`config.mk`:
```
export PLATFORM = sky130hd
export DESIGN_NAME = thr_arbiter
export DESIGN_NICKNAME = d
export VERILOG_FILES = /design/src/rtl/thr_arb_pkg.sv /design/src/rtl/thr_cfg_bank.sv /design/src/rtl/thr_prio_select.sv /design/src/rtl/thr_out_reg.sv /design/src/rtl/thr_arbiter.sv
export SDC_FILE = /design/constraint.sdc
export NUM_CORES = 1
export LEC_CHECK = 0
export BUFFER_PORTS_ARGS = -buffer_cell sky130_fd_sc_hd__buf_4
export CAP_MARGIN = 10
export CORE_ASPECT_RATIO = 0.6
export CORE_MARGIN = 3
export CORE_UTILIZATION = 41
export CTS_CLUSTER_DIAMETER = 60
export DETAILED_ROUTE_END_ITERATION = 10
export PLACE_DENSITY = 0.68
export REMOVE_ABC_BUFFERS = 1
export SYNTH_ARGS = -nofsm -noshare
export SYNTH_HDL_FRONTEND = slang
export SYNTH_SLANG_ARGS = --single-unit
```
`constraint.sdc`:
```
create_clock -name clk -period 4.1 [get_ports clk]
set_clock_uncertainty 0.1 [all_clocks]
set_input_delay 0.82 -clock clk [delete_from_list [all_inputs] [get_ports clk]]
set_output_delay 0.82 -clock clk [all_outputs]
set_load 0.005 [all_outputs]
```
`src/rtl/thr_arb_pkg.sv`:
```
package thr_arb_pkg;

   typedef enum logic [1:0] {
      GLVL_NONE = 2'd0,
      GLVL_LOW  = 2'd1,
      GLVL_MED  = 2'd2,
      GLVL_HIGH = 2'd3
   } gpu_level_e;

   localparam int unsigned DEF_PRIO_MAX  = 100;
   localparam int unsigned DEF_DEPTH_MAX = 100;

   function automatic int unsigned idx_width(input int unsigned n);
      return (n > 1) ? $clog2(n) : 1;
   endfunction

endpackage

```
`src/rtl/thr_cfg_bank.sv`:
```
module thr_cfg_bank #(
   parameter int unsigned NUM_SRC   = 3,
   parameter int unsigned PRIO_W    = 7,
   parameter int unsigned DEPTH_W   = 7,
   parameter int unsigned LVL_W     = 2,
   parameter int unsigned DEPTH_MAX = 100
) (
   input  logic                         clk,
   input  logic                         rst,
   input  logic [NUM_SRC-1:0]           we,
   input  logic [PRIO_W-1:0]            wr_prio,
   input  logic [DEPTH_W-1:0]           wr_depth,
   input  logic [LVL_W-1:0]             wr_level,
   output logic [NUM_SRC*PRIO_W-1:0]    prio_flat,
   output logic [NUM_SRC*DEPTH_W-1:0]   depth_flat,
   output logic [NUM_SRC*LVL_W-1:0]     level_flat
);

   localparam logic [DEPTH_W-1:0] DEPTH_CAP = DEPTH_W'(DEPTH_MAX);

   logic [DEPTH_W-1:0] depth_sat;

   always_comb begin
      depth_sat = (wr_depth > DEPTH_CAP) ? DEPTH_CAP : wr_depth;
   end

   for (genvar s = 0; s < NUM_SRC; s++) begin : g_src
      logic [PRIO_W-1:0]  prio_q;
      logic [DEPTH_W-1:0] depth_q;
      logic [LVL_W-1:0]   level_q;

      always_ff @(posedge clk) begin
         if (rst) begin
            prio_q  <= '0;
            depth_q <= '0;
            level_q <= '0;
         end else if (we[s]) begin
            prio_q  <= wr_prio;
            depth_q <= depth_sat;
            level_q <= wr_level;
         end
      end

      assign prio_flat[s*PRIO_W +: PRIO_W]    = prio_q;
      assign depth_flat[s*DEPTH_W +: DEPTH_W] = depth_q;
      assign level_flat[s*LVL_W +: LVL_W]     = level_q;
   end

endmodule

```
`src/rtl/thr_prio_select.sv`:
```
module thr_prio_select #(
   parameter int unsigned NUM_SRC  = 3,
   parameter int unsigned PRIO_W   = 7,
   parameter int unsigned DEPTH_W  = 7,
   parameter int unsigned LVL_W    = 2,
   parameter int unsigned PRIO_MAX = 100,
   parameter int unsigned IDX_W    = 2
) (
   input  logic [NUM_SRC-1:0]           req,
   input  logic [NUM_SRC*PRIO_W-1:0]    prio_flat,
   input  logic [NUM_SRC*DEPTH_W-1:0]   depth_flat,
   input  logic [NUM_SRC*LVL_W-1:0]     level_flat,
   output logic                         sel_valid,
   output logic [IDX_W-1:0]             sel_idx,
   output logic [DEPTH_W-1:0]           sel_depth,
   output logic [LVL_W-1:0]             sel_level
);

   localparam logic [PRIO_W-1:0] PRIO_TOP = PRIO_W'(PRIO_MAX);

   // Linear chain: stage s+1 holds the best candidate among sources 0..s.
   logic [NUM_SRC:0]              c_valid;
   logic [NUM_SRC:0][PRIO_W-1:0]  c_prio;
   logic [NUM_SRC:0][IDX_W-1:0]   c_idx;
   logic [NUM_SRC:0][DEPTH_W-1:0] c_depth;
   logic [NUM_SRC:0][LVL_W-1:0]   c_level;

   assign c_valid[0] = 1'b0;
   assign c_prio[0]  = '0;
   assign c_idx[0]   = '0;
   assign c_depth[0] = '0;
   assign c_level[0] = '0;

   for (genvar s = 0; s < NUM_SRC; s++) begin : g_stage
      logic [PRIO_W-1:0] p;
      logic              elig;
      logic              take;

      assign p    = prio_flat[s*PRIO_W +: PRIO_W];
      assign elig = req[s] && (p != '0) && (p <= PRIO_TOP);
      // Strictly greater keeps the earlier (lower-index) source on ties.
      assign take = elig && (!c_valid[s] || (p > c_prio[s]));

      assign c_valid[s+1] = c_valid[s] | elig;
      assign c_prio[s+1]  = take ? p : c_prio[s];
      assign c_idx[s+1]   = take ? IDX_W'(s) : c_idx[s];
      assign c_depth[s+1] = take ? depth_flat[s*DEPTH_W +: DEPTH_W] : c_depth[s];
      assign c_level[s+1] = take ? level_flat[s*LVL_W +: LVL_W] : c_level[s];
   end

   assign sel_valid = c_valid[NUM_SRC];
   assign sel_idx   = c_idx[NUM_SRC];
   assign sel_depth = c_depth[NUM_SRC];
   assign sel_level = c_level[NUM_SRC];

endmodule

```
`src/rtl/thr_out_reg.sv`:
```
module thr_out_reg #(
   parameter int unsigned DEPTH_W = 7,
   parameter int unsigned LVL_W   = 2,
   parameter int unsigned IDX_W   = 2
) (
   input  logic               clk,
   input  logic               rst,
   input  logic               sel_valid,
   input  logic [IDX_W-1:0]   sel_idx,
   input  logic [DEPTH_W-1:0] sel_depth,
   input  logic [LVL_W-1:0]   sel_level,
   output logic               o_active,
   output logic [IDX_W-1:0]   o_idx,
   output logic [DEPTH_W-1:0] o_depth,
   output logic [LVL_W-1:0]   o_level
);

   always_ff @(posedge clk) begin
      if (rst || !sel_valid) begin
         o_active <= 1'b0;
         o_idx    <= '0;
         o_depth  <= '0;
         o_level  <= '0;
      end else begin
         o_active <= 1'b1;
         o_idx    <= sel_idx;
         o_depth  <= sel_depth;
         o_level  <= sel_level;
      end
   end

endmodule

```
`src/rtl/thr_arbiter.sv`:
```
module thr_arbiter #(
   parameter int unsigned NUM_SRC   = 3,
   parameter int unsigned PRIO_W    = 7,
   parameter int unsigned DEPTH_W   = 7,
   parameter int unsigned LVL_W     = 2,
   parameter int unsigned PRIO_MAX  = thr_arb_pkg::DEF_PRIO_MAX,
   parameter int unsigned DEPTH_MAX = thr_arb_pkg::DEF_DEPTH_MAX,
   localparam int unsigned IDX_W    = thr_arb_pkg::idx_width(NUM_SRC)
) (
   input  logic               clk,
   input  logic               rst,
   input  logic [NUM_SRC-1:0] cfg_we,
   input  logic [PRIO_W-1:0]  cfg_prio,
   input  logic [DEPTH_W-1:0] cfg_depth,
   input  logic [LVL_W-1:0]   cfg_level,
   input  logic [NUM_SRC-1:0] req,
   output logic [DEPTH_W-1:0] thr_cpu_depth,
   output logic [LVL_W-1:0]   thr_gpu_level,
   output logic               thr_active,
   output logic [IDX_W-1:0]   thr_winner
);

   if (NUM_SRC < 1) begin : g_bad_num
      $error("thr_arbiter: NUM_SRC must be at least 1");
   end
   if (PRIO_MAX < 1 || PRIO_MAX >= (1 << PRIO_W)) begin : g_bad_prio
      $error("thr_arbiter: PRIO_MAX must fit in PRIO_W bits and be nonzero");
   end
   if (DEPTH_MAX >= (1 << DEPTH_W)) begin : g_bad_depth
      $error("thr_arbiter: DEPTH_MAX must fit in DEPTH_W bits");
   end

   logic [NUM_SRC*PRIO_W-1:0]  prio_flat;
   logic [NUM_SRC*DEPTH_W-1:0] depth_flat;
   logic [NUM_SRC*LVL_W-1:0]   level_flat;
   logic                       sel_valid;
   logic [IDX_W-1:0]           sel_idx;
   logic [DEPTH_W-1:0]         sel_depth;
   logic [LVL_W-1:0]           sel_level;

   thr_cfg_bank #(
      .NUM_SRC(NUM_SRC), .PRIO_W(PRIO_W), .DEPTH_W(DEPTH_W),
      .LVL_W(LVL_W), .DEPTH_MAX(DEPTH_MAX)
   ) u_bank (
      .clk(clk), .rst(rst), .we(cfg_we),
      .wr_prio(cfg_prio), .wr_depth(cfg_depth), .wr_level(cfg_level),
      .prio_flat(prio_flat), .depth_flat(depth_flat), .level_flat(level_flat)
   );

   thr_prio_select #(
      .NUM_SRC(NUM_SRC), .PRIO_W(PRIO_W), .DEPTH_W(DEPTH_W),
      .LVL_W(LVL_W), .PRIO_MAX(PRIO_MAX), .IDX_W(IDX_W)
   ) u_sel (
      .req(req), .prio_flat(prio_flat), .depth_flat(depth_flat),
      .level_flat(level_flat), .sel_valid(sel_valid), .sel_idx(sel_idx),
      .sel_depth(sel_depth), .sel_level(sel_level)
   );

   thr_out_reg #(
      .DEPTH_W(DEPTH_W), .LVL_W(LVL_W), .IDX_W(IDX_W)
   ) u_out (
      .clk(clk), .rst(rst), .sel_valid(sel_valid), .sel_idx(sel_idx),
      .sel_depth(sel_depth), .sel_level(sel_level),
      .o_active(thr_active), .o_idx(thr_winner),
      .o_depth(thr_cpu_depth), .o_level(thr_gpu_level)
   );

endmodule

```
Word-level counts from Yosys, hierarchy flattened
Cells that the tools add are included.
{"block": "classes", "n_addsub": 0, "n_mul": 0, "div_mod_pow": 0, "magnitude_cmp": 6, "n_eq_ne": 0, "shifts": 0, "n_mux": 12, "n_bitwise": 2, "n_reduce_logical": 18}
{"cell": "2-to-1 mux 7 bit", "n": 6}
{"cell": "<= comparator 7 bit, second input constant", "n": 3}
{"cell": "nonzero test 7 bit", "n": 3}
{"cell": "> comparator 7 bit", "n": 2}
{"cell": "logical AND 1 bit", "n": 8}
{"cell": "2-to-1 mux 2 bit", "n": 4}
{"cell": "> comparator 7 bit, second input constant", "n": 1}
{"cell": "zero test 1 bit", "n": 3}
{"cell": "logical OR 1 bit", "n": 3}
{"cell": "2-to-1 mux 1 bit", "n": 2}
{"cell": "bitwise OR 1 bit", "n": 2}
{"cell": "OR reduction 2 bit", "n": 1}
{"block": "word_totals", "reg_bits": 60, "latch_bits": 0, "ramBits": 0, "mem_bits_ro": 0, "in_bits": 24, "out_inout_bits": 12, "wordCells": 52, "memories": 0}

Logic depth before layout (Yosys ltp)
Gate-level depths: netlist of run 1.
{"block": "depth", "word_depth": 12, "ltp_mapped": 19, "mapped_depth_nobuf": 18}

By module
From an unflattened synthesis of run 1, not the netlist that was laid out.
{"block": "unflattened", "cells_unflattened": 300, "area_unflattened_um2": 2997.9}
{"mod": "thr_cfg_bank", "n_inst": 1, "cells_each": 165, "area_per_inst_um2": 1755.4, "seq_area_each_um2": 960.9}
{"mod": "thr_prio_select", "n_inst": 1, "cells_each": 109, "area_per_inst_um2": 883.3, "seq_area_each_um2": 0.0}
{"mod": "thr_out_reg", "n_inst": 1, "cells_each": 26, "area_per_inst_um2": 359.1, "seq_area_each_um2": 240.2}

Worst setup path before layout of run 1
Ideal clock, no wire load.
{"block": "synth_path", "path_type": "register -> register", "startpoint": "reg u_bank.g_src[0].prio_q[0]", "endpoint": "reg u_out.o_depth[0]", "setup_ns": 0.071, "arrival_ns": 4.061, "t_required_ns": 3.929, "path_slack_ns": -0.133, "path_stages_with_launch": 19, "n_path_buf": 1, "synth_period_minus_slack_ns": 4.233, "cell_sequence": "dfxtp_1 -> or4_4 -> o41ai_4 -> nor2_2 -> nand2_1 -> ha_1 -> a21oi_1 -> a21oi_1 -> o21ba_2 -> o31a_2 -> clkbuf_1 -> a21oi_1 -> ha_1 -> nor2b_1 -> o21a_1 -> o21a_1 -> o21ai_0 -> o211ai_2 -> o2bb2ai_1"}
{"block": "synth_via", "elab_chain_len": 12, "word_cells_on_any_way": 21, "classes_between": "3 x order compare; 5 x mux; 2 x bitwise; 11 x reduce/logical"}
{"item": "start: declaration", "line_no": "thr_cfg_bank.sv:28", "source": "logic [PRIO_W-1:0] prio_q;"}
{"item": "start signal: assignment", "line_no": "thr_cfg_bank.sv:38", "source": "prio_q <= wr_prio;"}
{"item": "parallel branches: the longest is 12 deep, another holds <= comparator 7 bit"}
{"item": "end signal: assignment", "line_no": "thr_out_reg.sv:27", "source": "o_depth <= sel_depth;"}
{"item": "end: declaration", "line_no": "thr_out_reg.sv:14", "source": "output logic [DEPTH_W-1:0] o_depth,"}
Parallel ways; which one is timed is not known.
A chain may end at the register's enable or synchronous reset.

Worst setup path in the final report of run 1
{"block": "layout_path", "startpoint": "reg u_bank.g_src[0].prio_q[0]", "endpoint": "reg u_out.o_level[1]"}
{"block": "layout_via", "elab_chain_len": 12, "word_cells_on_any_way": 21, "classes_between": "3 x order compare; 5 x mux; 2 x bitwise; 11 x reduce/logical"}
{"item": "parallel branches: the longest is 12 deep, another holds <= comparator 7 bit"}
{"item": "end signal: assignment", "line_no": "thr_out_reg.sv:28", "source": "o_level <= sel_level;"}
{"item": "end: declaration", "line_no": "thr_out_reg.sv:15", "source": "output logic [LVL_W-1:0] o_level"}
Parallel ways; which one is timed is not known.

==> results.sh, run 1 <==
export IMPL_crit_path_start_kind="flip-flop"
export IMPL_p_int_uw=1070
export IMPL_p_per_area_nw_per_um2=404
export IMPL_placedCellCount=409
export IMPL_max_cap_violations=0
export IMPL_grt_max_degree=52
export IMPL_rsz0062_at_grt="true"
export IMPL_cts_sinks=60
export IMPL_syn_area_um2=2740
export IMPL_grt_pass1_vias=2252
export IMPL_cp_max_fo=7
export IMPL_synth_distinct_cells=40
export IMPL_synth_flop_cell="dfxtp_1"
export IMPL_die_y_um=69.3
export IMPL_power_share_sequential_pct=43.5
export IMPL_min_period_ps=4350
export IMPL_grt_usage_pct=18.3
export IMPL_postPlaceCellArea_um2=3200
export IMPL_final_util_pct=58.4
export IMPL_avgSynthCellArea_um2=9.59
export IMPL_coreArea_um2=6300
export IMPL_num_rows=22
export IMPL_outcome="complete, but fails checks"
export IMPL_cts_tree="built"
export IMPL_pwr_share_clk_pct=35.2
export IMPL_fin_tns_setup_ps=-2240
export IMPL_vdd_ir_drop_worst_mv=0.246
export IMPL_drtIter0Drc=160
export IMPL_dieArea_um2=7740
export IMPL_hpwl_um=4500
export IMPL_grt_overflow_total=0
export IMPL_worstSetupPathType="reg2reg"
export IMPL_grt_pass1_wl_um=11200
export IMPL_crit_arrival_ps=4520
export IMPL_yosysWarningCount=0
export IMPL_final_layout_size_suffix_gt1_share_pct=33.1
export IMPL_syn_inst=286
export IMPL_layoutNonFillerInstCount=431
export IMPL_cts_hold_buf=0
export IMPL_fmax_mhz=230
export IMPL_clockBufferDepth=2
export IMPL_nFillCells=536
export IMPL_n_antenna_cell=0
export IMPL_crit_path_end_kind="flip-flop"
export IMPL_post_drt_wl_per_cell_um=16.1
export IMPL_root_buffer="clkbuf_8"
export IMPL_drv_slew=0
export IMPL_io_buffers=35
export IMPL_min_period_over_period_pct=106
export IMPL_postRouteAntennaNets=0
export IMPL_total_leakage_power_uw=0.00160
export IMPL_setup_viol=11
export IMPL_worstPathRequired_ps=4270
export IMPL_clock_latency_ps=340
export IMPL_drc_errors=0
export IMPL_start_util_pct=43.5
export IMPL_hold_class="reg2reg"
export IMPL_finalPower_uw=1490
export IMPL_htree_levels=3
export IMPL_cts_buffers=9
export IMPL_yosys_register_bits=60
export IMPL_relSlewSlack_pct=64.4
export IMPL_power_frac_comb_pct=21.2
export IMPL_async_reset_ff_share_pct=0
export IMPL_avgViaCountPerCell=5.30
export IMPL_drtPass1Iterations=5
export IMPL_finalWorstSetupSlack_ps=-253
export IMPL_drt_total_wl_um=6940
export IMPL_finalHoldViolCount=0
export IMPL_fp_dieW_um=112
export IMPL_violations="setup timing"
export IMPL_swShare_pct=28.3
export IMPL_clk_pin_slew_ps=70
export IMPL_p_switching_uw=421
export IMPL_vias=2285
export IMPL_ioPinCount=36
export IMPL_antenna_found_initial=0
export IMPL_tightest_slew_ps=533
export IMPL_stdcell_area_um2=3680
export IMPL_area_delta_synth_final_pct=34.3
export IMPL_synth_edf_count=0
export IMPL_fin_nets=381
export IMPL_ys_seq_area_share_pct=43.8
export IMPL_place_gp_congestion=0.880
## critical path: stages, from the launching register on
cell and delay [ps]:
dfxtp_2 320, or4_4 550, o41ai_4 300, nor2_4 120, nand2_2 120, ha_4 200, a21oi_1 160, o21ai_1 120
o21ba_4 230, o31a_4 340, nor2_1 130, a21oi_1 70, ha_1 340, a21o_1 150, a21oi_2 70, a21oi_2 130
o21ai_2 70, buf_6 120, a211oi_4 340, clkbuf_16 210, o2bb2ai_1 100
## power groups by stage
stage	clock, uW	combinational [uW]	sequential [uW]
floorplan	0	137	651
global placement	0	247	656
detailed placement	0	252	657
CTS	536	273	644
global route	560	347	651
finish	524	316	647
## metrics by stage
step	setup slack, ps	hold slack [ps]
detailed placement	-294	350
global route	-428	376
finish	-253	363
floorplan	-90.4	332
CTS	-60.4	357
global placement	-183	342
## layer usage
| layer | vias to the layer above | global-route usage, % | wire length, um |
|---|---|---|---|
| met3 | 12 | 6.19 | 380 |
| met4 | 0 | 5.67 | 94 |
| met2 | 58 | 24.9 | 2940 |
| met5 | - | 0 | 0 |
| met1 | 1083 | 26.8 | 3530 |
| li1 | 1132 | - | - |
## state kept, by name, summed over array words and instances (netlist names)
| name | count |
|---|---|
| u_bank.g_src.depth_q | 21 |
| u_bank.g_src.level_q | 6 |
| u_bank.g_src.prio_q | 21 |
| u_out.o_active | 1 |
| u_out.o_depth | 7 |
| u_out.o_idx | 2 |
| u_out.o_level | 2 |
## placed cells by master, fill, tap and decap left out, drive strengths merged, types with 2 or more instances in the layout
master,count
or4,2
a211oi,5
o21a,3
ha,14
a21oi,15
o2bb2ai,9
buf,58
a22oi,9
o31a,2
nor2b,3
clkinv,3
and2,3
o21ai,5
clkbuf,11
nand3,3
o41ai,2
inv,7
nand4,2
mux2i,45
dfxtp,60
nand3b,2
nor2,62
nand2,9
## worst paths after layout
path                               from          endpoint  slack (ps)  cells past startpoint
max           u_bank.g_src[0].prio_q[0]  u_out.o_level[1]        -250                     20
min          u_bank.g_src[2].depth_q[2]  u_out.o_depth[2]         360                      1
max reg2reg   u_bank.g_src[0].prio_q[0]  u_out.o_level[1]        -250                     20
min reg2reg  u_bank.g_src[2].depth_q[2]  u_out.o_depth[2]         360                      1
## synth_stat cells (all sizes together) (3+ instances only)
library cell | n | share of area (%)
o21a | 3 | 0.82
o21ai | 5 | 0.91
a21oi | 15 | 2.7
buf | 3 | 0.68
o2bb2ai | 9 | 2.9
inv | 7 | 0.96
and2 | 3 | 0.73
nor2b | 3 | 0.68
mux2i | 45 | 16
clkbuf | 11 | 1.5
nor2 | 62 | 8.6
nand2 | 9 | 1.2
ha | 14 | 6.4
dfxtp | 60 | 44
nand3 | 3 | 0.55
a22oi | 9 | 2.5
a211oi | 5 | 1.8
## kinds of logic (layout without fill, tap and decap cells)
group	Yosys count	count (layout)	synth area share, %
and+or+nand+nor	90	90	14.4
DFF	60	60	43.8
AOI/OAI and AO/OA	55	56	15.4
muxes	46	46	16.8
buffers and inverters	21	81	3.15
adders and majority gates	14	14	6.39
## final cells by class
type                       count  area (um2)  area share (%)
multi-input combinational    206        1670            45.3
timing repair buffer          59         488            13.3
inverter                       7        26.3           0.714
clock buffer                  10         138            3.74
tap                           84         105            2.86
sequential                    60        1200            32.7
clock inverter                 5        52.6            1.43
## timing repair
item | in CTS | in global routing
cloned | 1 | 1
buffers inserted | 4 | 1
gates resized for setup | 15 | 29
setup endpoints to repair | 11 | 11
pin swaps | 1 | 9
endpoints found under the hold margin | 0 | 0
Power figures use the tool's default switching activity.
==> inputs of run 2 (changes only) <==
--- a/config.mk
+++ b/config.mk
@@ -14,6 +14,7 @@
 export DETAILED_ROUTE_END_ITERATION = 10
 export PLACE_DENSITY = 0.68
 export REMOVE_ABC_BUFFERS = 1
+export SETUP_SLACK_MARGIN = 0.3
 export SYNTH_ARGS = -nofsm -noshare
 export SYNTH_HDL_FRONTEND = slang
 export SYNTH_SLANG_ARGS = --single-unit
==> results.sh, run 2 (same netlist as run 1, synthesis figures left out) <==
export IMPL_root_buffer="clkbuf_8"
export IMPL_finalWorstSetupSlack_ps=-102
export IMPL_clk_pin_slew_ps=70
export IMPL_min_period_over_period_pct=102
export IMPL_r2r_slack_ps=-100
export IMPL_clock_latency_ps=340
export IMPL_num_rows=22
export IMPL_start_util_pct=43.5
export IMPL_max_cap_violations=0
export IMPL_hpwl_um=4500
export IMPL_post_drt_wl_per_cell_um=15.8
export IMPL_drv_slew=0
export IMPL_stdcell_area_um2=3620
export IMPL_place_gp_congestion=0.880
export IMPL_fin_nets=382
export IMPL_crit_arrival_ps=4330
export IMPL_drtIter0Drc=137
export IMPL_ioPinCount=36
export IMPL_grt_pass1_vias=2255
export IMPL_htree_levels=3
export IMPL_crit_path_end_kind="flip-flop"
export IMPL_die_y_um=69.3
export IMPL_cp_max_fo=10
export IMPL_final_layout_size_suffix_gt1_share_pct=31.9
export IMPL_drc_errors=0
export IMPL_worstPathRequired_ps=4230
export IMPL_grt_usage_pct=18.3
export IMPL_p_per_area_nw_per_um2=409
export IMPL_grt_max_degree=52
export IMPL_area_delta_synth_final_pct=32.1
export IMPL_slowest_delay_ps=550
export IMPL_fin_hold_ws_ps=363
export IMPL_avgViaCountPerCell=5.29
export IMPL_tightest_slew_ps=539
export IMPL_grt_pass1_wl_um=11200
export IMPL_setup_viol=9
export IMPL_vias=2285
export IMPL_finalHoldViolCount=0
export IMPL_finalPower_uw=1480
export IMPL_dieArea_um2=7740
export IMPL_final_util_pct=57.5
export IMPL_grt_overflow_total=0
export IMPL_total_leakage_power_uw=0.00159
export IMPL_clockBufferDepth=2
export IMPL_rsz0062_at_grt="true"
export IMPL_fmax_mhz=238
export IMPL_postPlaceCellArea_um2=3200
export IMPL_hold_class="reg2reg"
export IMPL_relSlewSlack_pct=63.9
export IMPL_cts_buffers=9
export IMPL_drt_total_wl_um=6810
export IMPL_cp_top_family="compound AO/OA/AOI/OAI gates"
export IMPL_crit_slowest_cell="or4_4"
export IMPL_cts_sinks=60
export IMPL_io_buffers=35
export IMPL_outcome="complete, but fails checks"
export IMPL_crit_path_start_kind="flip-flop"
export IMPL_n_antenna_cell=0
export IMPL_reg_largest_list="u_bank.g_src.depth_q: 21 flops, u_bank.g_src.prio_q: 21 flops, u_out.o_depth: 7 flops"
export IMPL_worstSetupPathType="reg2reg"
export IMPL_vdd_ir_drop_worst_mv=0.244
export IMPL_violations="setup timing"
export IMPL_cts_tree="built"
export IMPL_drtPass1Iterations=4
export IMPL_min_period_ps=4200
export IMPL_final_common_cell="dfxtp_1"
export IMPL_coreArea_um2=6300
export IMPL_worst_path_buf_inv=4
export IMPL_cp_cell_sequence="or4_4 -> o41ai_4 -> nor2_4 -> nand2_2 -> ha_4 -> a21oi_2 -> a21oi_2 -> o21ba_4 -> o31a_4 -> buf_6 -> a21oi_2 -> ha_1 -> buf_6 -> a21oi_4 -> nand2b_1 -> o21ai_2 -> buf_6 -> a211oi_4 -> buf_12 -> o2bb2ai_1"
export IMPL_antenna_found_initial=0
export IMPL_fp_dieW_um=112
export IMPL_postRouteAntennaNets=0
export IMPL_final_cell_mix="59 x dfxtp_1, 56 x nor2_1, 55 x buf_4"
run 2: cell type report:
| class | instances | area (um2) |
|---|---|---|
| inverter | 7 | 26.3 |
| multi-input combinational | 206 | 1620 |
| tap | 84 | 105 |
| clock inverter | 5 | 52.6 |
| timing repair buffer | 60 | 478 |
| sequential | 60 | 1200 |
| fill | 544 | 2680 |
| clock buffer | 10 | 138 |
run 2: report_power, final:
group          internal [uW]  switching, uW
clock                    290            236
sequential               619           27.8
combinational            154            155
run 2: worst register-to-register path, delay by kind of cell, from the launching register on:
family | cells | cell delay, ps
AOI/OAI and AO/OA | 10 | 1710
DFF | 1 | 320
adders and majority gates | 2 | 500
buffers and inverters | 4 | 590
and+or+nand+nor | 4 | 890
run 2: routing by layer:
layer	global-route usage [%]	vias to the layer above	part of all wire, %
li1	-	1134	-
met1	26.8	1079	52
met2	25.1	62	40
met3	6.19	10	7.0
met4	5.67	0	0.95
met5	0	-	0
run 2: metrics by stage:
step | worst slack, ps | setup TNS [ps] | std cells
finish | -102 | -807 | 432
global route | -305 | -2680 | 432
CTS | -69.5 | -561 | 429
detailed placement | -294 | -2940 | 409
global placement | -183 | -1700 | 409
floorplan | -90.4 | -850 | 272
run 2: path summary, 6_finish.rpt:
path                                            startpoint                to  cells past startpoint
worst min register to register  u_bank.g_src[2].depth_q[0]  u_out.o_depth[0]                      1
worst min-delay path            u_bank.g_src[2].depth_q[0]  u_out.o_depth[0]                      1
worst max-delay path             u_bank.g_src[0].prio_q[0]  u_out.o_depth[5]                     20
worst max register to register   u_bank.g_src[0].prio_q[0]  u_out.o_depth[5]                     20
run 2: what timing repair did:
item	CTS	global route
pin swaps	0	4
endpoints found under the setup margin	11	11
setup buffers	4	3
gates cloned	1	0
gates resized for setup	17	20
hold buffers	0	0
==> inputs of run 3 (changes only) <==
--- a/config.mk
+++ b/config.mk
@@ -17,4 +17,5 @@
 export SETUP_SLACK_MARGIN = 0.3
 export SYNTH_ARGS = -nofsm -noshare
 export SYNTH_HDL_FRONTEND = slang
+export SYNTH_HIERARCHICAL = 1
 export SYNTH_SLANG_ARGS = --single-unit
==> constraint.sdc (replaced) <==
create_clock -name clk -period 4.1 [get_ports clk]
set_clock_uncertainty 0.1 [all_clocks]
set_input_delay 0.82 -clock clk [delete_from_list [all_inputs] [get_ports clk]]
set_output_delay 0.82 -clock clk [all_outputs]
set_load 0.02 [all_outputs]
==> results.sh, run 3 <==
export IMPL_final_cell_mix="59 x dfxtp_1, 57 x buf_4, 51 x nor2_1"
export IMPL_holdCritStartpoint="u_bank/g_src[2].depth_q[2]"
export IMPL_synth_most_common_cell="dfxtp_1"
export IMPL_hpwl_um=4970
export IMPL_crit_arrival_ps=4600
export IMPL_reg2regPathDepth=20
export IMPL_muxShareOfSynthArea_pct=17.8
export IMPL_dieArea_um2=8410
export IMPL_grt_pass1_vias=2334
export IMPL_violations="setup timing"
export IMPL_slowest_delay_ps=560
export IMPL_clockBufferDepth=2
export IMPL_synth_top_family_by_area="multiplexers"
export IMPL_synth_compound_area_share_pct=13.8
export IMPL_cts_sinks=60
export IMPL_reg_largest_list="u_bank/g_src.depth_q: 21 flops, u_bank/g_src.prio_q: 21 flops, u_out/o_depth: 7 flops"
export IMPL_place_ws_ps=-453
export IMPL_fmax_mhz=223
export IMPL_htree_levels=3
export IMPL_clk_pin_slew_ps=50
export IMPL_clock_latency_ps=330
export IMPL_fp_dieW_um=116
export IMPL_grt_overflow_total=0
export IMPL_cpMostUsedCell="a21oi_2"
export IMPL_cp_max_fo=7
export IMPL_final_layout_size_suffix_gt1_share_pct=33.8
export IMPL_rsz0062_at_grt="true"
export IMPL_worstPathRequired_ps=4220
export IMPL_outcome="complete, but fails checks"
export IMPL_avgViaCountPerCell=5.32
export IMPL_io_buffers=35
export IMPL_final_common_cell="dfxtp_1"
export IMPL_hold_class="reg2reg"
export IMPL_total_leakage_power_uw=0.00176
export IMPL_cts_hold_buf=0
export IMPL_r2r_end="u_out/o_depth[2]"
export IMPL_fin_tns_setup_ps=-3540
export IMPL_r2r_start="u_bank/g_src[0].prio_q[4]"
export IMPL_final_util_pct=57.0
export IMPL_min_period_over_period_pct=109
export IMPL_worstHoldPathCells=2
export IMPL_antenna_found_initial=0
export IMPL_cts_tree="built"
export IMPL_post_drt_wl_per_cell_um=16.9
export IMPL_drtIter0Drc=156
export IMPL_drt_total_wl_um=7590
export IMPL_postPlaceCellArea_um2=3370
export IMPL_worstSetupPathType="reg2reg"
export IMPL_finalWorstSetupSlack_ps=-381
export IMPL_start_util_pct=43.6
export IMPL_place_gp_congestion=0.932
export IMPL_cts_buffers=9
export IMPL_crit_path_end_kind="flip-flop"
export IMPL_vias=2384
export IMPL_p_per_area_nw_per_um2=428
export IMPL_ys_seq_area_share_pct=40.1
export IMPL_drv_slew=0
export IMPL_nFillCells=612
export IMPL_min_to="u_bank/g_src[2].depth_q[2]"
export IMPL_n_antenna_cell=0
export IMPL_max_cap_violations=0
export IMPL_yosys_area_top_type="dfxtp_1"
export IMPL_area_delta_synth_final_pct=30.7
export IMPL_grt_usage_pct=18.9
export IMPL_avgSynthCellArea_um2=9.99
export IMPL_yosys_register_bits=60
export IMPL_num_rows=23
export IMPL_vdd_ir_drop_worst_mv=0.256
export IMPL_root_buffer="clkbuf_16"
export IMPL_synth_xor_area_share_pct=0
export IMPL_r2r_slack_ps=-380
export IMPL_setup_viol=11
export IMPL_die_y_um=72.2
export IMPL_stdcell_area_um2=3920
export IMPL_tightest_slew_ps=598
export IMPL_ioPinCount=36
export IMPL_drc_errors=0
export IMPL_synth_flop_cell="dfxtp_1"
export IMPL_grt_pass1_wl_um=11900
export IMPL_crit_path_start_kind="flip-flop"
export IMPL_drtPass1Iterations=5
export IMPL_cp_cell_sequence="or4_4 -> o41ai_4 -> a31oi_4 -> and2_4 -> ha_4 -> nand3b_1 -> a21oi_2 -> o21ai_4 -> a21boi_2 -> buf_4 -> a21oi_1 -> ha_1 -> a21o_1 -> a21oi_2 -> nand2b_1 -> o21ai_2 -> a21oi_4 -> clkbuf_16 -> mux2_4 -> and3b_1"
export IMPL_ys_top_cells_by_area="dfxtp_1 40%, mux2i_1 13%, nor2_1 6.8%"
export IMPL_synth_top_cell_area_share_pct=40.1
export IMPL_async_reset_ff_share_pct=0
export IMPL_crit_slowest_cell="or4_4"
export IMPL_synth_distinct_cells=44
export IMPL_postRouteAntennaNets=0
export IMPL_min_period_ps=4480
export IMPL_relSlewSlack_pct=60.1
export IMPL_finalHoldViolCount=0
export IMPL_synthTopCellsByCount="60 x dfxtp_1, 54 x nor2_1, 39 x mux2i_1"
export IMPL_syn_area_um2=3000
export IMPL_yosysWarningCount=6
export IMPL_coreArea_um2=6880
export IMPL_yosys_area_share_simple_pct=17.4
export IMPL_fin_nets=394
export IMPL_synth_adder_area_share_pct=5.84
export IMPL_syn_inst=300
export IMPL_synth_edf_count=0
export IMPL_grt_max_degree=64
[run 3: how the worst max path moves through the flow]
| stage | end | cells after the start | from | slack, ps |
|---|---|---|---|---|
| floorplan | u_out/o_level[1] | 18 | u_bank/g_src[0].prio_q[0] | -300 |
| CTS | u_out/o_level[1] | 21 | u_bank/g_src[0].prio_q[4] | -280 |
| global placement | u_out/o_level[1] | 21 | req[0] | -430 |
| detailed placement | u_out/o_level[1] | 21 | req[0] | -450 |
| finish | u_out/o_depth[2] | 20 | u_bank/g_src[0].prio_q[4] | -380 |
| global route | u_out/o_depth[2] | 20 | u_bank/g_src[0].prio_q[4] | -490 |
[run 3: what timing repair did]
action                                  in CTS  in global routing
gates cloned                                 2                  0
gates resized for setup                     29                 11
pin swaps                                   18                  7
setup buffers                                5                  3
endpoints found under the setup margin      11                 11
[run 3: area by class of cell]
class / instances / area [um2] / share of cell area [%]
sequential: 60 / 1200 / 30.7
multi-input combinational: 221 / 1820 / 46.5
clock buffer: 11 / 243 / 6.20
clock inverter: 5 / 27.5 / 0.703
tap: 87 / 109 / 2.78
timing repair buffer: 62 / 507 / 12.9
inverter: 2 / 7.51 / 0.192
[run 3: critical path, delay by kind of cell (launching register included)]
family	cells	cell delay [ps]
AOI/OAI and AO/OA	10	1690
adders and majority gates	2	470
buffers and inverters	2	340
DFF	1	320
muxes	1	280
and+or+nand+nor	5	1200
[run 3: report_power, final]
group	internal (uW)	total, uW	switching (uW)
clock network	419	666	247
registers	620	648	27.9
logic	181	364	183
[run 3: logic make-up (layout without fill, tap and decap cells)]
kind of cell             Yosys count  after routing
AND/OR/NAND/NOR                  105            105
adder cells (fa/ha/maj)           14             14
flip-flops                        60             60
buffers and inverters             20             80
multiplexers                      49             49
AO/OA/AOI/OAI                     52             53
[run 3: per-stage QoR]
stage	cells	total power, uW	hold slack (ps)
6_report	448	1680	386
5_1_grt	448	1760	410
3_3_place_gp	422	938	367
3_5_place_dp	422	945	379
2_1_floorplan	282	823	354
4_1_cts	445	1670	386
[run 3: metal layers]
layer	GRT usage, %	wire length (um)
met2	25.3	3020
met4	7.59	178
met3	5.92	525
met5	0	0
met1	27.8	3860
